===== src/rtl/sdc_pkg.sv =====
package sdc_pkg;

    typedef enum logic [1:0] {
        ST_POWERUP,
        ST_READY,
        ST_GAP,
        ST_SELFREF
    } sdc_state_e;

    typedef enum logic [1:0] {
        CT_NONE = 2'b00,
        CT_PRE  = 2'b01,
        CT_REF  = 2'b10
    } sdc_ctype_e;

    localparam logic [2:0] CODE_NOP = 3'b000;
    localparam logic [2:0] CODE_PRE = 3'b010;
    localparam logic [2:0] CODE_CKE = 3'b011;
    localparam logic [2:0] CODE_REF = 3'b100;

endpackage


===== src/rtl/sdc_cmd_decode.sv =====
module sdc_cmd_decode
    import sdc_pkg::*;
(
    input  logic       wr_en,
    input  logic [2:0] wr_code,
    input  logic       locked,
    output logic       cmd_req,
    output sdc_ctype_e cmd_typ,
    output logic       cke_req,
    output logic       bad_code
);
    always_comb begin
        cmd_req  = 1'b0;
        cmd_typ  = CT_NONE;
        cke_req  = 1'b0;
        bad_code = 1'b0;
        if (wr_en && !locked) begin
            unique case (wr_code)
                CODE_NOP: ;
                CODE_PRE: begin
                    cmd_req = 1'b1;
                    cmd_typ = CT_PRE;
                end
                CODE_REF: begin
                    cmd_req = 1'b1;
                    cmd_typ = CT_REF;
                end
                CODE_CKE: cke_req = 1'b1;
                default:  bad_code = 1'b1;
            endcase
        end
    end
endmodule


===== src/rtl/sdc_gap_timer.sv =====
module sdc_gap_timer #(
    parameter int TW = 8
) (
    input  logic          clk,
    input  logic          rst_n,
    input  logic          load,
    input  logic [TW-1:0] load_val,
    output logic          expiring
);
    localparam logic [TW-1:0] ONE = TW'(1);

    logic [TW-1:0] cnt_q;

    always_ff @(posedge clk) begin
        if (!rst_n) begin
            cnt_q <= '0;
        end else if (load) begin
            cnt_q <= (load_val == '0) ? ONE : load_val;
        end else if (cnt_q != '0) begin
            cnt_q <= cnt_q - ONE;
        end
    end

    assign expiring = (cnt_q <= ONE);
endmodule


===== src/rtl/sdc_pend_slot.sv =====
module sdc_pend_slot
    import sdc_pkg::*;
(
    input  logic       clk,
    input  logic       rst_n,
    input  logic       set,
    input  sdc_ctype_e set_typ,
    input  logic       clr,
    output logic       valid,
    output sdc_ctype_e typ
);
    always_ff @(posedge clk) begin
        if (!rst_n) begin
            valid <= 1'b0;
            typ   <= CT_NONE;
        end else if (set) begin
            valid <= 1'b1;
            typ   <= set_typ;
        end else if (clr) begin
            valid <= 1'b0;
            typ   <= CT_NONE;
        end
    end
endmodule


===== src/rtl/sdram_cmd_issuer.sv =====
module sdram_cmd_issuer
    import sdc_pkg::*;
#(
    parameter int TW = 8
) (
    input  logic          clk,
    input  logic          rst_n,
    input  logic          wr_en,
    input  logic [2:0]    wr_data,
    output logic [2:0]    rd_data,
    input  logic          auto_ref_en,
    input  logic [TW-1:0] t_prech,
    input  logic [TW-1:0] t_refr,
    input  logic          sr_enter,
    input  logic          sr_exit,
    output logic          cmd_valid,
    output logic [1:0]    cmd_type,
    output logic          cke,
    output logic          busy,
    output logic          err
);
    sdc_state_e state_q, state_d;

    logic       cmd_req, cke_req, bad_code;
    sdc_ctype_e cmd_typ;
    logic       tmr_expiring;
    logic       pend_valid;
    sdc_ctype_e pend_typ;

    logic       issue;
    sdc_ctype_e issue_typ;
    logic       pend_set, pend_clr;
    logic       err_d;
    logic [TW-1:0] gap_val;

    sdc_cmd_decode u_dec (
        .wr_en    (wr_en),
        .wr_code  (wr_data),
        .locked   (auto_ref_en),
        .cmd_req  (cmd_req),
        .cmd_typ  (cmd_typ),
        .cke_req  (cke_req),
        .bad_code (bad_code)
    );

    assign gap_val = (issue_typ == CT_PRE) ? t_prech : t_refr;

    sdc_gap_timer #(.TW(TW)) u_tmr (
        .clk      (clk),
        .rst_n    (rst_n),
        .load     (issue),
        .load_val (gap_val),
        .expiring (tmr_expiring)
    );

    sdc_pend_slot u_pend (
        .clk     (clk),
        .rst_n   (rst_n),
        .set     (pend_set),
        .set_typ (cmd_typ),
        .clr     (pend_clr),
        .valid   (pend_valid),
        .typ     (pend_typ)
    );

    // next-state and command selection
    always_comb begin
        state_d   = state_q;
        issue     = 1'b0;
        issue_typ = CT_NONE;
        pend_set  = 1'b0;
        pend_clr  = 1'b0;
        err_d     = bad_code;
        unique case (state_q)
            ST_POWERUP: begin
                if (cke_req) begin
                    state_d = ST_READY;
                end else if (cmd_req) begin
                    err_d = 1'b1;
                end
            end
            ST_READY: begin
                if (pend_valid) begin
                    issue     = 1'b1;
                    issue_typ = pend_typ;
                    pend_clr  = 1'b1;
                    if (cmd_req) err_d = 1'b1;
                end else if (cmd_req) begin
                    issue     = 1'b1;
                    issue_typ = cmd_typ;
                end else if (sr_enter) begin
                    state_d = ST_SELFREF;
                end
                if (issue) state_d = ST_GAP;
            end
            ST_GAP: begin
                if (tmr_expiring) begin
                    if (pend_valid) begin
                        issue     = 1'b1;
                        issue_typ = pend_typ;
                        pend_clr  = 1'b1;
                        if (cmd_req) err_d = 1'b1;
                    end else if (cmd_req) begin
                        issue     = 1'b1;
                        issue_typ = cmd_typ;
                    end else begin
                        state_d = ST_READY;
                    end
                end else if (cmd_req) begin
                    if (pend_valid) err_d = 1'b1;
                    else            pend_set = 1'b1;
                end
            end
            ST_SELFREF: begin
                if (cmd_req) begin
                    if (pend_valid) err_d = 1'b1;
                    else            pend_set = 1'b1;
                end
                if (sr_exit) state_d = ST_READY;
            end
            default: state_d = ST_POWERUP;
        endcase
    end

    // state register
    always_ff @(posedge clk) begin
        if (!rst_n) state_q <= ST_POWERUP;
        else        state_q <= state_d;
    end

    // registered outputs
    always_ff @(posedge clk) begin
        if (!rst_n) begin
            cmd_valid <= 1'b0;
            cmd_type  <= CT_NONE;
            err       <= 1'b0;
        end else begin
            cmd_valid <= issue;
            cmd_type  <= issue ? issue_typ : CT_NONE;
            err       <= err_d;
        end
    end

    assign cke     = (state_q == ST_READY) || (state_q == ST_GAP);
    assign busy    = pend_valid;
    assign rd_data = 3'b000;
endmodule


===== config.mk =====
export PLATFORM = sky130hd
export DESIGN_NAME = sdram_cmd_issuer
export DESIGN_NICKNAME = d
export VERILOG_FILES = /design/src/rtl/sdc_pkg.sv /design/src/rtl/sdc_cmd_decode.sv /design/src/rtl/sdc_gap_timer.sv /design/src/rtl/sdc_pend_slot.sv /design/src/rtl/sdram_cmd_issuer.sv
export SDC_FILE = /design/constraint.sdc
export NUM_CORES = 1
export LEC_CHECK = 0
export ABC_AREA = 1
export BUFFER_PORTS_ARGS = -buffer_cell sky130_fd_sc_hd__buf_2
export CAP_MARGIN = 20
export CORE_ASPECT_RATIO = 0.6
export CORE_MARGIN = 8
export CORE_UTILIZATION = 53
export DETAILED_ROUTE_END_ITERATION = 7
export PLACE_DENSITY_LB_ADDON = 0.12
export SYNTH_ARGS = -nofsm -noshare
export SYNTH_HDL_FRONTEND = slang
export SYNTH_SLANG_ARGS = --single-unit

===== constraint.sdc =====
create_clock -name clk -period 3.2 [get_ports clk]
set_input_delay 0.64 -clock clk [delete_from_list [all_inputs] [get_ports clk]]
set_output_delay 0.64 -clock clk [all_outputs]
set_load 0.02 [all_outputs]

==> results.md <==
* I/O Buffers at 30
* Worst R2R End: u_tmr.cnt_q[0]$_SDFFE_PN0P_
* Delay-heaviest family, CP: simple AND/OR/NAND/NOR gates
* Setup crit start kind: register
* Setup Buffers After CTS at 0
* Bufs and invs on worst path at 2
* I/O Pins at 34
* Die area at between 4000 and 5000 um^2
* Layout cells sized above 1 at 24.1%
* Initial DRC Count at just under 100
* Max stage delay on crit path at 430 ps
* Core ar. at 2200 um^2
* TritonRoute pass-1 iters at 4
* Final Hold Fails at 0
* Min-delay src: u_pend.typ[1]$_SDFFE_PN0P_
* Worst Hold Path EP: u_pend.typ[1]$_SDFFE_PN0P_
* Crit-path max FO at 10
* R2R Setup Slk at between 1000 and 1500 ps
* Via density at around 5.2
* Initial antenna violation count at 0
* Skew-Pair Late Insertion Delay at between 200 and 300 ps
* Pwr dens at between 700 and 800 nW/um^2
* Final setup vio count at 0
* Pwr Total at around 0.0011 W
* Area after DPL at around 1400 um^2
* Slew Limit Fails at 0
* Post-route ant nets at 0
* Worst-path cell chain: inv_1 -> ha_1 -> inv_1 -> nor2_1 -> nand4_1 -> nand2_2 -> nand3_4 -> nand2_1 -> nand2_1 -> nand2_1 -> nor2_1 -> nand2_1 -> a21oi_1
* Critical Path AT at between 2000 and 2500 ps
* PostCTS Resize Cnt at 0
* Seq/Total Area, Yosys at 27.1%
* Gate count of the mapped netlist at roughly 180
* Min-delay worst type: reg -> reg
* Reg-to-Reg Start: state_q[0]$_SDFFE_PN0P_
* Most frequent cells in the layout: nand2_1, buf_2, inv_1, nor2_1, dfxtp_1
* Seq cells post-synth at 17
* Leakage at 0.725 nW
* Die Width at 78.8 um
* Unique masters post-synth at 30
* RSZ-0062 raised after global routing: no
* Crit-path slowest cell: ha_1
* Die Height at approximately 54 um
* Routed WL at between 3000 and 4000 um
* Total CTS buffers at 3
* Syn-to-layout area delta at 17.4%
* Vias in the first global route at about 1200
* Via count at approximately 1300
* Hold-fix buffers, CTS at 0
* Most frequent CP cell: nand2_1
* Max Cap Viol at 0
* Clk slew on worst S/H paths at about 70 ps
* WHS Path Cells at 2
* Sum of negative setup slack at 0 ps
* Period utilization at between 60% and 70%
* Avg Synthesized Cell Area at 7.01 um^2
* CTS H-Tree Depth at 1
* Final Cell Area at between 1000 and 1500 um^2
* Inserted Diodes at 0
* Fin nets at around 250
* Final HPWL DP at around 2700 um
* Critical Path RT at roughly 3300 ps
* Status: complete, no violations
* VDD IR max at ~340 uV
* Final Skew at approximately 5.9 ps
* Hold Worst Slack at 485 ps
* R2r worst-path depth at 13
* Pin count of the biggest net entering global routing at 11
* TritonCTS clock tree: built
* Starting density of the core at between 50% and 60%
* Crit Path Category: reg -> reg
* Clock root cell: clkbuf_8
* Peak Freq at ~480 MHz
* Sink Count at 17
* Gr usage total at roughly 16%
* Worst setup EP type: register
* DRC Markers at 0
* First-pass GRT wire length at 5480 um
* Rows at 13
* Total gr overflow at 0
* Mapped cell area at around 1300 um^2
* Final min period at ~2100 ps
* Ys Warns at 0
* Max Buffers Root-to-Sink at 2
* DR WL/cell at around 14 um
* GP Congestion at slightly above 0.8
==> kinds of logic (layout without fill, tap and decap cells) <==
kind of cell | count (synthesis) | in the layout | synth area share [%]
compound gates | 30 | 30 | 13.8
xor+xnor | 5 | 5 | 3.49
fa+ha+maj | 7 | 7 | 6.98
buf+inv | 34 | 65 | 11.1
flops | 17 | 17 | 27.1
other cells | 1 | 3 | 0.299
simple gates | 85 | 85 | 37.3
==> routing by layer <==
layer	part of all wire (%)	global-route usage, %
met1	49	21.1
met2	43	27.1
met4	0.57	3.66
met3	6.7	3.65
met5	0	0
==> cell usage after synthesis <==
| cell type | count | area, um^2 |
|---|---|---|
| ha_1 | 7 | 87.6 |
| nand2_8 | 1 | 20.0 |
| o21a_1 | 1 | 7.51 |
| xnor2_1 | 2 | 17.5 |
| nand2_1 | 30 | 113 |
| o21ai_2 | 1 | 8.76 |
| clkinv_1 | 1 | 3.75 |
| or2_2 | 4 | 25.0 |
| a211oi_1 | 4 | 30.0 |
| buf_4 | 3 | 22.5 |
| o21ai_0 | 7 | 35.0 |
| nand3_1 | 8 | 40.0 |
| dfxtp_1 | 17 | 340 |
| nor3_1 | 3 | 15.0 |
| inv_1 | 29 | 109 |
| nand4_1 | 8 | 50.1 |
| nor2_8 | 1 | 20.0 |
| xor2_1 | 3 | 26.3 |
| nand2_2 | 4 | 25.0 |
| nor2_4 | 1 | 11.3 |
| nor2_1 | 18 | 67.6 |
| nand3_4 | 3 | 52.6 |
| or2_4 | 1 | 8.76 |
| nor4_1 | 2 | 12.5 |
| conb_1 | 1 | 3.75 |
| nand3b_1 | 1 | 7.51 |
| a31oi_1 | 1 | 6.26 |
| inv_2 | 1 | 3.75 |
| a21oi_1 | 12 | 60.1 |
| o22ai_1 | 4 | 25.0 |
==> sequential cells by signal, indices dropped and copies added (netlist names) <==
signal / count
cmd_type: 2
state_q: 2
cmd_valid: 1
u_pend.typ: 2
u_tmr.cnt_q: 8
err: 1
u_pend.valid: 1
==> area by class of cell <==
cell class	count	area [um^2]
repair buffers	30	150
inverters	31	116
well taps	30	37.5
clock inverters	1	5.00
clock buffers	3	41.3
fillers	206	722
multi-input cells	130	783
flip-flops and latches	17	340
==> through the flow <==
step                utilization (%)  instances  setup WS [ps]
finish                         67.1        242           1120
CTS                            67.1        242           1140
global placement               65.0        238           1170
global route                   67.1        242            911
detailed placement             65.0        238           1100
floorplan                         -        181           1330
==> power breakdown <==
part	switching [W]	total [W]	internal, W
Sequential	0.0000514	0.000317	0.000265
Clock	0.0000729	0.000159	0.0000863
Combinational	0.000373	0.000607	0.000234
==> worst register-to-register path, stage by stage, from the launching register on <==
cell,delay (ps)
dfxtp_1,390
inv_1,90
ha_1,430
inv_1,70
nor2_1,90
nand4_1,120
nand2_2,190
nand3_4,160
nand2_1,90
nand2_1,90
nand2_1,80
nor2_1,40
nand2_1,60
a21oi_1,70
==> how the worst max path moves through the flow <==
stage | slack [ps] | startpoint | end | depth (start not counted)
after global placement | 1170 | auto_ref_en | u_tmr.cnt_q[0]$_SDFFE_PN0P_ | 12
final | 1120 | state_q[0]$_SDFFE_PN0P_ | u_tmr.cnt_q[0]$_SDFFE_PN0P_ | 13
after detailed placement | 1100 | auto_ref_en | u_tmr.cnt_q[0]$_SDFFE_PN0P_ | 12
after global routing | 910 | state_q[0]$_SDFFE_PN0P_ | u_tmr.cnt_q[0]$_SDFFE_PN0P_ | 13
after CTS | 1140 | state_q[0]$_SDFFE_PN0P_ | u_tmr.cnt_q[0]$_SDFFE_PN0P_ | 12
after floorplan | 1330 | state_q[0]$_SDFFE_PN0P_ | u_tmr.cnt_q[1]$_SDFFE_PN0P_ | 11
(Power assumes the default switching activity.)
